File: src/rtl/pcfg_pkg.sv
package pcfg_pkg;
  typedef enum logic [1:0] {
    ST_OK     = 2'd0,
    ST_NODEV  = 2'd1,
    ST_BADREG = 2'd2
  } pcfg_status_e;

  localparam logic [3:0] CMD_CFG_RD = 4'hA;
  localparam logic [3:0] CMD_CFG_WR = 4'hB;
endpackage

File: src/rtl/pcfg_addr_fmt.sv
module pcfg_addr_fmt #(
  parameter int BUS_W = 8,
  parameter int DEV_W = 5,
  parameter int FN_W  = 3,
  parameter int OFF_W = 8,
  parameter int DW    = 32
) (
  input  logic [BUS_W-1:0]          bus,
  input  logic [DEV_W-1:0]          dev,
  input  logic [FN_W-1:0]           fn,
  input  logic [OFF_W-1:0]          off,
  input  logic [2:0]                size,
  input  logic [DW-1:0]             wdata,
  output logic [31:0]               addr,
  output logic [DW/8-1:0]           be_n,
  output logic [$clog2(DW/8)-1:0]   lane,
  output logic                      size_ok,
  output logic [DW-1:0]             wdata_sh
);
  localparam int LANES  = DW / 8;
  localparam int LANE_W = $clog2(LANES);
  localparam logic [2:0] SZ_FULL = 3'(LANES);

  logic        size_half;
  logic        size_full;
  logic [32:0] sel_vec;
  logic [31:0] off_dw;
  logic [31:0] addr_t0;
  logic [31:0] addr_t1;

  assign lane      = off[LANE_W-1:0];
  assign size_half = (size == 3'd2);
  assign size_full = (size == SZ_FULL);
  assign size_ok   = (size == 3'd1) || size_full ||
                     (size_half && (lane != LANE_W'(LANES - 1)));

  // one-hot slot select; slot 0 shifts out of the word
  assign sel_vec = 33'd1 << (6'd32 - 6'(dev));
  assign off_dw  = 32'(off) & ~32'd3;
  assign addr_t0 = sel_vec[31:0] | (32'(fn) << 8) | off_dw;
  assign addr_t1 = (32'(bus) << 16) | (32'(dev) << 11) | (32'(fn) << 8) |
                   off_dw | 32'd1;
  assign addr    = (bus == '0) ? addr_t0 : addr_t1;

  generate
    for (genvar i = 0; i < LANES; i++) begin : g_be
      localparam logic [LANE_W:0] IDX = (LANE_W + 1)'(i);
      assign be_n[i] = ~(size_full ||
                         ({1'b0, lane} == IDX) ||
                         (size_half && (({1'b0, lane} + 1'b1) == IDX)));
    end
  endgenerate

  assign wdata_sh = wdata << {lane, 3'b000};
endmodule

File: src/rtl/pcfg_rd_align.sv
module pcfg_rd_align #(
  parameter int DW = 32
) (
  input  logic [DW-1:0]             raw,
  input  logic [$clog2(DW/8)-1:0]   lane,
  input  logic [2:0]                size,
  output logic [DW-1:0]             data
);
  localparam int LANES = DW / 8;
  localparam logic [2:0] SZ_FULL = 3'(LANES);

  logic [DW-1:0] shifted;
  assign shifted = raw >> {lane, 3'b000};

  generate
    for (genvar i = 0; i < LANES; i++) begin : g_mask
      localparam bit IN_HALF = (i < 2);
      localparam bit IN_BYTE = (i == 0);
      logic keep;
      assign keep = (size == SZ_FULL) || (size == 3'd2 && IN_HALF) || IN_BYTE;
      assign data[8*i +: 8] = keep ? shifted[8*i +: 8] : 8'h00;
    end
  endgenerate
endmodule

File: src/rtl/pcfg_seq.sv
module pcfg_seq
  import pcfg_pkg::*;
#(
  parameter int DW            = 32,
  parameter int REP_COUNT     = 8,
  parameter int FETCH_PER_REP = 2
) (
  input  logic          clk,
  input  logic          rst_n,
  input  logic          start,
  input  logic          start_wr,
  input  logic          start_rep,
  input  logic          size_ok,
  output logic          iss_valid,
  input  logic          iss_ready,
  output logic          fet_valid,
  input  logic          fet_ready,
  input  logic [DW-1:0] fet_data,
  input  logic          abort_flag,
  output logic          abort_clr,
  output logic          busy,
  output logic          rsp_valid,
  output logic [1:0]    rsp_status,
  output logic          wr_q,
  output logic [DW-1:0] raw_q
);
  localparam int REP_W = $clog2(REP_COUNT + 1);
  localparam int FET_W = $clog2(FETCH_PER_REP + 1);

  typedef enum logic [2:0] {
    S_IDLE, S_DECODE, S_ISSUE, S_FETCH, S_CHECK, S_RESP
  } seq_state_e;

  seq_state_e   state_q, state_d;
  pcfg_status_e status_q, status_d;
  logic         wr_d, rep_mode_q, rep_mode_d;
  logic [REP_W-1:0] rep_q, rep_d;
  logic [FET_W-1:0] fet_q, fet_d;
  logic         raw_en;
  logic         last_fetch, last_rep;

  assign last_fetch = !rep_mode_q || (fet_q == FET_W'(FETCH_PER_REP - 1));
  assign last_rep   = !rep_mode_q || (rep_q == REP_W'(REP_COUNT - 1));

  always_comb begin
    state_d    = state_q;
    status_d   = status_q;
    wr_d       = wr_q;
    rep_mode_d = rep_mode_q;
    rep_d      = rep_q;
    fet_d      = fet_q;
    raw_en     = 1'b0;
    iss_valid  = 1'b0;
    fet_valid  = 1'b0;
    abort_clr  = 1'b0;
    rsp_valid  = 1'b0;
    unique case (state_q)
      S_IDLE: begin
        if (start) begin
          wr_d       = start_wr;
          rep_mode_d = start_rep;
          rep_d      = '0;
          fet_d      = '0;
          state_d    = S_DECODE;
        end
      end
      S_DECODE: begin
        if (size_ok) begin
          state_d = S_ISSUE;
        end else begin
          status_d = ST_BADREG;
          state_d  = S_RESP;
        end
      end
      S_ISSUE: begin
        iss_valid = 1'b1;
        if (iss_ready) begin
          fet_d   = '0;
          state_d = wr_q ? S_CHECK : S_FETCH;
        end
      end
      S_FETCH: begin
        fet_valid = 1'b1;
        if (fet_ready) begin
          raw_en = 1'b1;
          if (!last_fetch) begin
            fet_d = fet_q + 1'b1;
          end else if (!last_rep) begin
            rep_d   = rep_q + 1'b1;
            state_d = S_ISSUE;
          end else begin
            state_d = S_CHECK;
          end
        end
      end
      S_CHECK: begin
        if (abort_flag) begin
          abort_clr = 1'b1;
          status_d  = ST_NODEV;
        end else begin
          status_d  = ST_OK;
        end
        state_d = S_RESP;
      end
      S_RESP: begin
        rsp_valid = 1'b1;
        state_d   = S_IDLE;
      end
      default: state_d = S_IDLE;
    endcase
  end

  always_ff @(posedge clk or negedge rst_n) begin
    if (!rst_n) begin
      state_q    <= S_IDLE;
      status_q   <= ST_OK;
      wr_q       <= 1'b0;
      rep_mode_q <= 1'b0;
      rep_q      <= '0;
      fet_q      <= '0;
    end else begin
      state_q    <= state_d;
      status_q   <= status_d;
      wr_q       <= wr_d;
      rep_mode_q <= rep_mode_d;
      rep_q      <= rep_d;
      fet_q      <= fet_d;
    end
  end

  always_ff @(posedge clk) begin
    if (raw_en) begin
      raw_q <= fet_data;
    end
  end

  assign busy       = (state_q != S_IDLE);
  assign rsp_status = status_q;

  AST_RSP_PULSE: assert property (@(posedge clk) disable iff (!rst_n)
    rsp_valid |=> !rsp_valid);

  AST_ABORT_NODEV: assert property (@(posedge clk) disable iff (!rst_n)
    abort_clr |=> (rsp_valid && rsp_status == ST_NODEV));

  AST_WR_NO_FETCH: assert property (@(posedge clk) disable iff (!rst_n)
    (fet_valid && $past(iss_valid && iss_ready)) |-> !wr_q);
endmodule

File: src/rtl/pcfg_requester.sv
module pcfg_requester
  import pcfg_pkg::*;
#(
  parameter int BUS_W         = 8,
  parameter int DEV_W         = 5,
  parameter int FN_W          = 3,
  parameter int OFF_W         = 8,
  parameter int DW            = 32,
  parameter int REP_COUNT     = 8,
  parameter int FETCH_PER_REP = 2
) (
  input  logic              clk,
  input  logic              rst_n,
  input  logic              req_valid,
  input  logic              req_write,
  input  logic              req_rep,
  input  logic [BUS_W-1:0]  req_bus,
  input  logic [DEV_W-1:0]  req_dev,
  input  logic [FN_W-1:0]   req_func,
  input  logic [OFF_W-1:0]  req_off,
  input  logic [2:0]        req_size,
  input  logic [DW-1:0]     req_wdata,
  output logic              busy,
  output logic              iss_valid,
  input  logic              iss_ready,
  output logic [31:0]       iss_addr,
  output logic [3:0]        iss_cmd,
  output logic [DW/8-1:0]   iss_be_n,
  output logic [DW-1:0]     iss_wdata,
  output logic              fet_valid,
  input  logic              fet_ready,
  input  logic [DW-1:0]     fet_data,
  input  logic              abort_flag,
  output logic              abort_clr,
  output logic              rsp_valid,
  output logic [1:0]        rsp_status,
  output logic [DW-1:0]     rsp_rdata
);
  localparam int LANE_W = $clog2(DW / 8);

  // reset: asserted asynchronously, released on the clock
  logic [1:0] rst_sync_q;
  logic       rst_n_int;

  always_ff @(posedge clk or negedge rst_n) begin
    if (!rst_n) rst_sync_q <= 2'b00;
    else        rst_sync_q <= {rst_sync_q[0], 1'b1};
  end
  assign rst_n_int = rst_sync_q[1];

  // request capture
  logic              accept;
  logic [BUS_W-1:0]  q_bus;
  logic [DEV_W-1:0]  q_dev;
  logic [FN_W-1:0]   q_fn;
  logic [OFF_W-1:0]  q_off;
  logic [2:0]        q_size;
  logic [DW-1:0]     q_wdata;

  assign accept = req_valid && !busy;

  always_ff @(posedge clk) begin
    if (accept) begin
      q_bus   <= req_bus;
      q_dev   <= req_dev;
      q_fn    <= req_func;
      q_off   <= req_off;
      q_size  <= req_size;
      q_wdata <= req_wdata;
    end
  end

  logic [LANE_W-1:0] lane;
  logic              size_ok;
  logic              wr_q;
  logic [DW-1:0]     raw_q;
  logic [DW-1:0]     rd_aligned;

  pcfg_addr_fmt #(
    .BUS_W(BUS_W), .DEV_W(DEV_W), .FN_W(FN_W), .OFF_W(OFF_W), .DW(DW)
  ) u_addr_fmt (
    .bus      (q_bus),
    .dev      (q_dev),
    .fn       (q_fn),
    .off      (q_off),
    .size     (q_size),
    .wdata    (q_wdata),
    .addr     (iss_addr),
    .be_n     (iss_be_n),
    .lane     (lane),
    .size_ok  (size_ok),
    .wdata_sh (iss_wdata)
  );

  pcfg_seq #(
    .DW(DW), .REP_COUNT(REP_COUNT), .FETCH_PER_REP(FETCH_PER_REP)
  ) u_seq (
    .clk        (clk),
    .rst_n      (rst_n_int),
    .start      (accept),
    .start_wr   (req_write),
    .start_rep  (req_rep),
    .size_ok    (size_ok),
    .iss_valid  (iss_valid),
    .iss_ready  (iss_ready),
    .fet_valid  (fet_valid),
    .fet_ready  (fet_ready),
    .fet_data   (fet_data),
    .abort_flag (abort_flag),
    .abort_clr  (abort_clr),
    .busy       (busy),
    .rsp_valid  (rsp_valid),
    .rsp_status (rsp_status),
    .wr_q       (wr_q),
    .raw_q      (raw_q)
  );

  pcfg_rd_align #(.DW(DW)) u_rd_align (
    .raw  (raw_q),
    .lane (lane),
    .size (q_size),
    .data (rd_aligned)
  );

  assign iss_cmd   = wr_q ? CMD_CFG_WR : CMD_CFG_RD;
  assign rsp_rdata = (rsp_status == ST_OK && !wr_q) ? rd_aligned : '1;

  AST_ISS_HOLD: assert property (@(posedge clk) disable iff (!rst_n_int)
    (iss_valid && !iss_ready) |=>
      (iss_valid && $stable(iss_addr) && $stable(iss_be_n) && $stable(iss_wdata)));

  AST_ISS_LEGAL: assert property (@(posedge clk) disable iff (!rst_n_int)
    iss_valid |-> size_ok);

  AST_BE_COUNT: assert property (@(posedge clk) disable iff (!rst_n_int)
    iss_valid |-> ($countones(~iss_be_n) == 32'(q_size)));

  AST_T1_TAG: assert property (@(posedge clk) disable iff (!rst_n_int)
    (iss_valid && q_bus != '0) |-> iss_addr[0]);

  AST_BUSY_RSP: assert property (@(posedge clk) disable iff (!rst_n_int)
    rsp_valid |-> busy);
endmodule

File: config.mk
export PLATFORM = sky130hd
export DESIGN_NAME = pcfg_requester
export DESIGN_NICKNAME = d
export VERILOG_FILES = /design/src/rtl/pcfg_pkg.sv /design/src/rtl/pcfg_addr_fmt.sv /design/src/rtl/pcfg_rd_align.sv /design/src/rtl/pcfg_seq.sv /design/src/rtl/pcfg_requester.sv
export SDC_FILE = /design/constraint.sdc
export NUM_CORES = 1
export LEC_CHECK = 0
export ABC_AREA = 1
export BUFFER_PORTS_ARGS = -buffer_cell sky130_fd_sc_hd__buf_4
export CAP_MARGIN = 20
export CORE_ASPECT_RATIO = 0.7
export CORE_UTILIZATION = 44
export DETAILED_ROUTE_END_ITERATION = 10
export PLACE_DENSITY = 0.81
export SETUP_SLACK_MARGIN = 0.2
export SYNTH_ARGS = -nofsm -noshare
export SYNTH_HDL_FRONTEND = slang
export SYNTH_SLANG_ARGS = --single-unit
File: constraint.sdc
create_clock -name clk -period 1.1 [get_ports clk]
set_input_delay 0.055 -clock clk [delete_from_list [all_inputs] [get_ports clk]]
set_output_delay 0.055 -clock clk [all_outputs]
set_load 0.01 [all_outputs]
==> results of run 1 <==
==> kinds of logic after synthesis <==
| group | Yosys count |
|---|---|
| other | 2 |
| adders and majority gates | 2 |
| and+or+nand+nor | 234 |
| AOI/OAI and AO/OA | 114 |
| DFF | 106 |
| buffers and inverters | 99 |
==> synthesized netlist by cell type (all sizes together) (3+ instances only) <==
master | instances | area [um^2]
edfxtp | 91 | 2733
o21ai | 64 | 324.1
nor2 | 49 | 209.0
nand3b | 3 | 22.52
nor3 | 8 | 40.04
inv | 76 | 290.3
nand4 | 7 | 43.79
a21oi | 9 | 45.04
o211ai | 11 | 82.58
nand3 | 33 | 180.2
o21bai | 9 | 67.56
buf | 22 | 143.9
a22oi | 19 | 142.6
dfrtp | 15 | 375.4
nand2 | 132 | 505.5
==> through the flow <==
| step | cells | worst slack [ns] | hold WS [ns] |
|---|---|---|---|
| floorplan | 559 | -0.7324 | -0.2406 |
| global placement | 988 | -0.3158 | -0.1621 |
| detailed placement | 988 | -0.3810 | -0.1619 |
| CTS | 1163 | -0.6902 | -0.07238 |
==> what timing repair did <==
item | in CTS
buffers inserted | 47
gates cloned | 18
setup endpoints to repair | 212
pin swaps | 51
gates resized for setup | 165
hold buffers | 94
hold endpoints to repair | 96
==> results by group, run 1 <==
Run status
  • Run status: did not finish
  • Failing step: global routing
  • Stop Error: [ERROR DPL-0038] Utilization greater than 100%, impossible to legalize

Floorplan
  • I/O pin total: 210
  • Die Width: 132.8 um
  • Die Y: 93.57 um
  • Row count: 33
  • Starting Density: 45.10%

Clocking
  • Clock Sinks: 106
  • Max Root-Sink Buffers: 2
  • Clock root buffer: clkbuf_16
  • Cts bufs inserted: 9
  • H-tree depth: 3

Placement
  • Placed Instance Area: 8482 um^2
  • IO Port Bufs: 206
  • Dpl hpwl: 12570 um
  • GPL Wtd Cong: 0.9032

Synthesis
  • Mux contribution to synthesized area: 0%
  • Async SR Flop Fraction: 14.15%
  • Main combinational cell family by area after synthesis: simple AND/OR/NAND/NOR gates
  • Adder-cell share of the synthesized area: 0.4748%
  • Post-Synth Simple-Gate Area: 19.23%
  • Gate Count Post-Synth: 557
  • Syn_area_per_cell: 9.461 um^2
  • Mapped cell area: 5270 um^2
  • Post-synth EDFFs: 91
  • Synth Flop Type: edfxtp_1
  • Yosys reg bits: 106
  • Seq/Total Area, Yosys: 58.97%
  • Netlist cell types: 33
  • Post-Synth XOR/XNOR Area: 0%
  • Yosys synthesis warning count: 0
  • Synth Area in Compound Gates: 12.84%

Global routing
  • Largest net degree at the start of global routing: 20

Timing
  • Worst endpoint type: primary output
  • Worst setup endpoint GRT: iss_addr[30]
==> run 2: changes to the inputs <==
--- a/config.mk
+++ b/config.mk
@@ -8,11 +8,9 @@
 export ABC_AREA = 1
 export BUFFER_PORTS_ARGS = -buffer_cell sky130_fd_sc_hd__buf_4
 export CAP_MARGIN = 20
-export CORE_ASPECT_RATIO = 0.7
-export CORE_UTILIZATION = 44
+export CORE_UTILIZATION = 40
 export DETAILED_ROUTE_END_ITERATION = 10
-export PLACE_DENSITY = 0.81
-export SETUP_SLACK_MARGIN = 0.2
+export PLACE_DENSITY_LB_ADDON = 0.15
 export SYNTH_ARGS = -nofsm -noshare
 export SYNTH_HDL_FRONTEND = slang
 export SYNTH_SLANG_ARGS = --single-unit
==> constraint.sdc (replaced) <==
create_clock -name clk -period 1.4 [get_ports clk]
set_input_delay 0.07 -clock clk [delete_from_list [all_inputs] [get_ports clk]]
set_output_delay 0.07 -clock clk [all_outputs]
set_load 0.01 [all_outputs]
==> run 2 against run 1 <==
  * The flow now finishes, with violations (setup timing)
  * Area after synthesis stayed put
  * Synthesized cell count stayed put
==> results by group, run 2 <==
Timing
  • Period Utilization, post-route: 134.0%
  • Worst slew pin tran: 0.5903 ns
  • Setup repair after global routing missed its margin: yes
  • Final setup vio count: 162
  • Final worst slack: -0.4755 ns
  • Final hold vios: 0
  • Skew final: 0.008150 ns
  • Worst slew margin: 60.64%
  • FMAX: 533.2 MHz
  • Slew Viols, Final: 0
  • Final Critical Period: 1.876 ns
  • Post-Route Setup TNS: -39.09 ns

Power and ir drop
  • Internal: 9176 uW
  • Sw Ratio: 36.90%
  • Tot Pwr: 14540 uW
  • Leakage Power: 0.004404 uW
  • VDD IR max: 1147 uV
  • Sequential Power Share: 30.4%
  • Clock Power Share: 17.4%
  • Gate power share: 52.2%
  • Pwr per Cell Area: 1382 nW/um^2
  • NetSw: 5366 uW

Layout
  • FILL cells: 677
  • Multi-input logic area: 2680 um^2
  • Area growth syn-to-layout: 99.64%
  • Nets: 1057
  • Highest-count cells in the layout ignoring fill and taps: buf_4, dlygate4sd3_1, nand2_1, edfxtp_1, inv_1
  • Layout cell share with drive strength beyond 1: 55.36%
  • Antenna diode count: 0
  • Largest regs: q_wdata: 32 flops, u_seq.raw_q: 32 flops
  • Commonest non-fill, non-tap cell in the layout: buf_4
  • Reg area: 3112 um^2
  • Post-Layout Cell Count: 1133

Global routing
  • Vias in the first global route: 5478
  • Grt total ovfl: 0
  • Largest net degree at the start of global routing: 35
  • Global-route wire length before repair: 26760 um
  • Total track usage: 26.18%
  • Initial antenna violation count: 0

Critical path
  • Type of the worst setup path: register to output port
  • R2R cell count: 6
  • Delay of the slowest cell on the worst path: 0.39 ns
  • Crit path max-delay family: simple AND/OR/NAND/NOR gates
  • CP Data Arrival Time: 1.81 ns
  • Worst R2R Start: u_seq.state_q[0]
  • Buf/Inv on CP: 3
  • Worst Setup SP: q_bus[3]
  • Nature of the critical path endpoint: output port
  • R2R Setup Slk: -0.07 ns
  • Slowest cell on crit path: edfxtp_1
  • Critical-path cell list: inv_2 -> nand4_1 -> nor2_4 -> buf_6 -> nand3_4 -> nor2_2 -> buf_4
  • CP Launch Type: register
  • Crit-path max FO: 7
  • Reg2reg end: q_bus[5]
  • CP required: 1.33 ns

Synthesis
  • Synth Area in Compound Gates: 12.84%
  • Yosys reg bits: 106
  • Async SR Flop Fraction: 14.15%
  • Post-synth EDFFs: 91
  • Main combinational cell family by area after synthesis: simple AND/OR/NAND/NOR gates
  • Top post-synthesis cells by area: edfxtp_1, nand2_1, dfrtp_1, inv_1, o21ai_0
  • Synth Flop Type: edfxtp_1
  • Yosys synthesis warning count: 0
  • Cell taking the most area after synthesis: edfxtp_1
  • Post-Synth Simple-Gate Area: 19.23%
  • Seq/Total Area, Yosys: 58.97%
  • Top-count cell post-synth: nand2_1
  • Netlist cell types: 33
  • Commonest cells in the netlist: nand2_1, edfxtp_1, inv_1
  • Top-area cell type share of the netlist area: 51.85%
  • Gate Count Post-Synth: 557
  • Syn_area_per_cell: 9.461 um^2
  • Adder-cell share of the synthesized area: 0.4748%
  • Mapped cell area: 5270 um^2
  • Post-Synth XOR/XNOR Area: 0%
  • Mux contribution to synthesized area: 0%

Floorplan
  • Die Width: 116.8 um
  • Die Y: 116.8 um
  • Core area: 12720 um^2
  • Row count: 41
  • I/O pin total: 210
  • Die ar.: 13640 um^2
  • Starting Density: 41.42%

Placement
  • Cells after DPL: 956
  • IO Port Bufs: 206
  • Dpl hpwl: 11000 um
  • Post-place setup slack: -0.02292 ns
  • GPL Wtd Cong: 0.8719

Drt
  • Vias per cell: 5.177
  • Total wire length: 20700 um
  • Antenna violation net count after detailed routing: 0
  • Vias: 5865
  • WL/cell: 18.27 um
  • Initial DRC count: 538
  • DR DRC count: 0
  • Pre-antenna DRT Iters: 5

Run status
  • Run status: finished with violations
  • Failing checks: setup timing

Worst hold path
  • Hold WC Path Type: primary input to async pin

Clocking
  • Clk_lat worst skew: 0.36 ns
  • Cts bufs inserted: 9
  • Clock root buffer: clkbuf_16
  • H-tree depth: 3
  • Worst-path clk slew: 0.07 ns
  • Clock Sinks: 106
  • CTS tree: done
  • Max Root-Sink Buffers: 2

Flow run
  • Max cap viols: 0
[run 2: cell counts after synthesis]
Identical to the previous run, type by type.
[run 2: power groups by stage]
stage | logic, uW | registers [uW] | clock network, uW
floorplan | 2400 | 4380 | 0
global placement | 4730 | 4400 | 0
detailed placement | 4760 | 4420 | 0
CTS | 5700 | 4380 | 2580
global route | 8080 | 4460 | 2690
finish | 7590 | 4420 | 2530
[run 2: area by class of cell]
type	instances	area share [%]
Clock inverter	6	0.5470
Tap cell	172	2.045
Clock buffer	10	2.176
Inverter	76	3.282
Timing Repair inverter	2	0.3092
Sequential cell	106	29.58
Timing Repair Buffer	406	36.59
Multi-Input combinational cell	355	25.47
[run 2: timing repair]
item                       4_1_cts  5_1_grt
resized for setup              160      182
cloned                           3       15
hold endpoints to repair        96        0
hold buffers                    95        0
setup buffers                   17       37
setup endpoints to repair      102      196
pin swaps                       44       79
[run 2: per-layer routing]
metal / routed length [um] / part of all wire [%] / track usage, % / vias up
li1: - / - / - / 2703
met1: 8044 / 39 / 31.72 / 2811
met2: 10660 / 52 / 44.65 / 305
met3: 1440 / 7.0 / 5.098 / 46
met4: 551 / 2.7 / 13.16 / 0
met5: 0 / 0 / 0 / -
[run 2: kinds of logic (layout without fill, tap and decap cells)]
| kind of cell | Yosys count | after routing |
|---|---|---|
| other | 2 | 4 |
| adder cells (fa/ha/maj) | 2 | 2 |
| AO/OA/AOI/OAI | 114 | 114 |
| AND/OR/NAND/NOR | 234 | 235 |
| flip-flops | 106 | 106 |
| buffers and inverters | 99 | 500 |
[run 2: metrics by stage]
stage	hold WS [ns]	cell area, um^2	utilization [%]
finish	0.02455	10520	82.70
global route	0.02910	10520	82.70
CTS	0.01534	9291	73.03
detailed placement	-0.1462	7356	57.82
global placement	-0.1471	7356	57.82
floorplan	-0.2256	5315	-
[run 2: worst max-delay path by stage]
| stage | to | slack, ns | cells past startpoint |
|---|---|---|---|
| finish | iss_addr[26] | -0.48 | 7 |
| global route | iss_addr[26] | -0.57 | 7 |
| CTS | rsp_rdata[27] | -0.39 | 4 |
| detailed placement | iss_wdata[1] | -0.02 | 5 |
| global placement | iss_be_n[3] | -0.03 | 6 |
| floorplan | q_bus[0] | -0.43 | 3 |
[run 2: worst register-to-register path, stage by stage, from the launching register on]
cell and delay (ns):
dfrtp_2 0.42, buf_6 0.12, nor2_4 0.11, nand3_4 0.11
clkinvlp_4 0.12, buf_8 0.15, clkbuf_16 0.16
(Power assumes the default switching activity.)
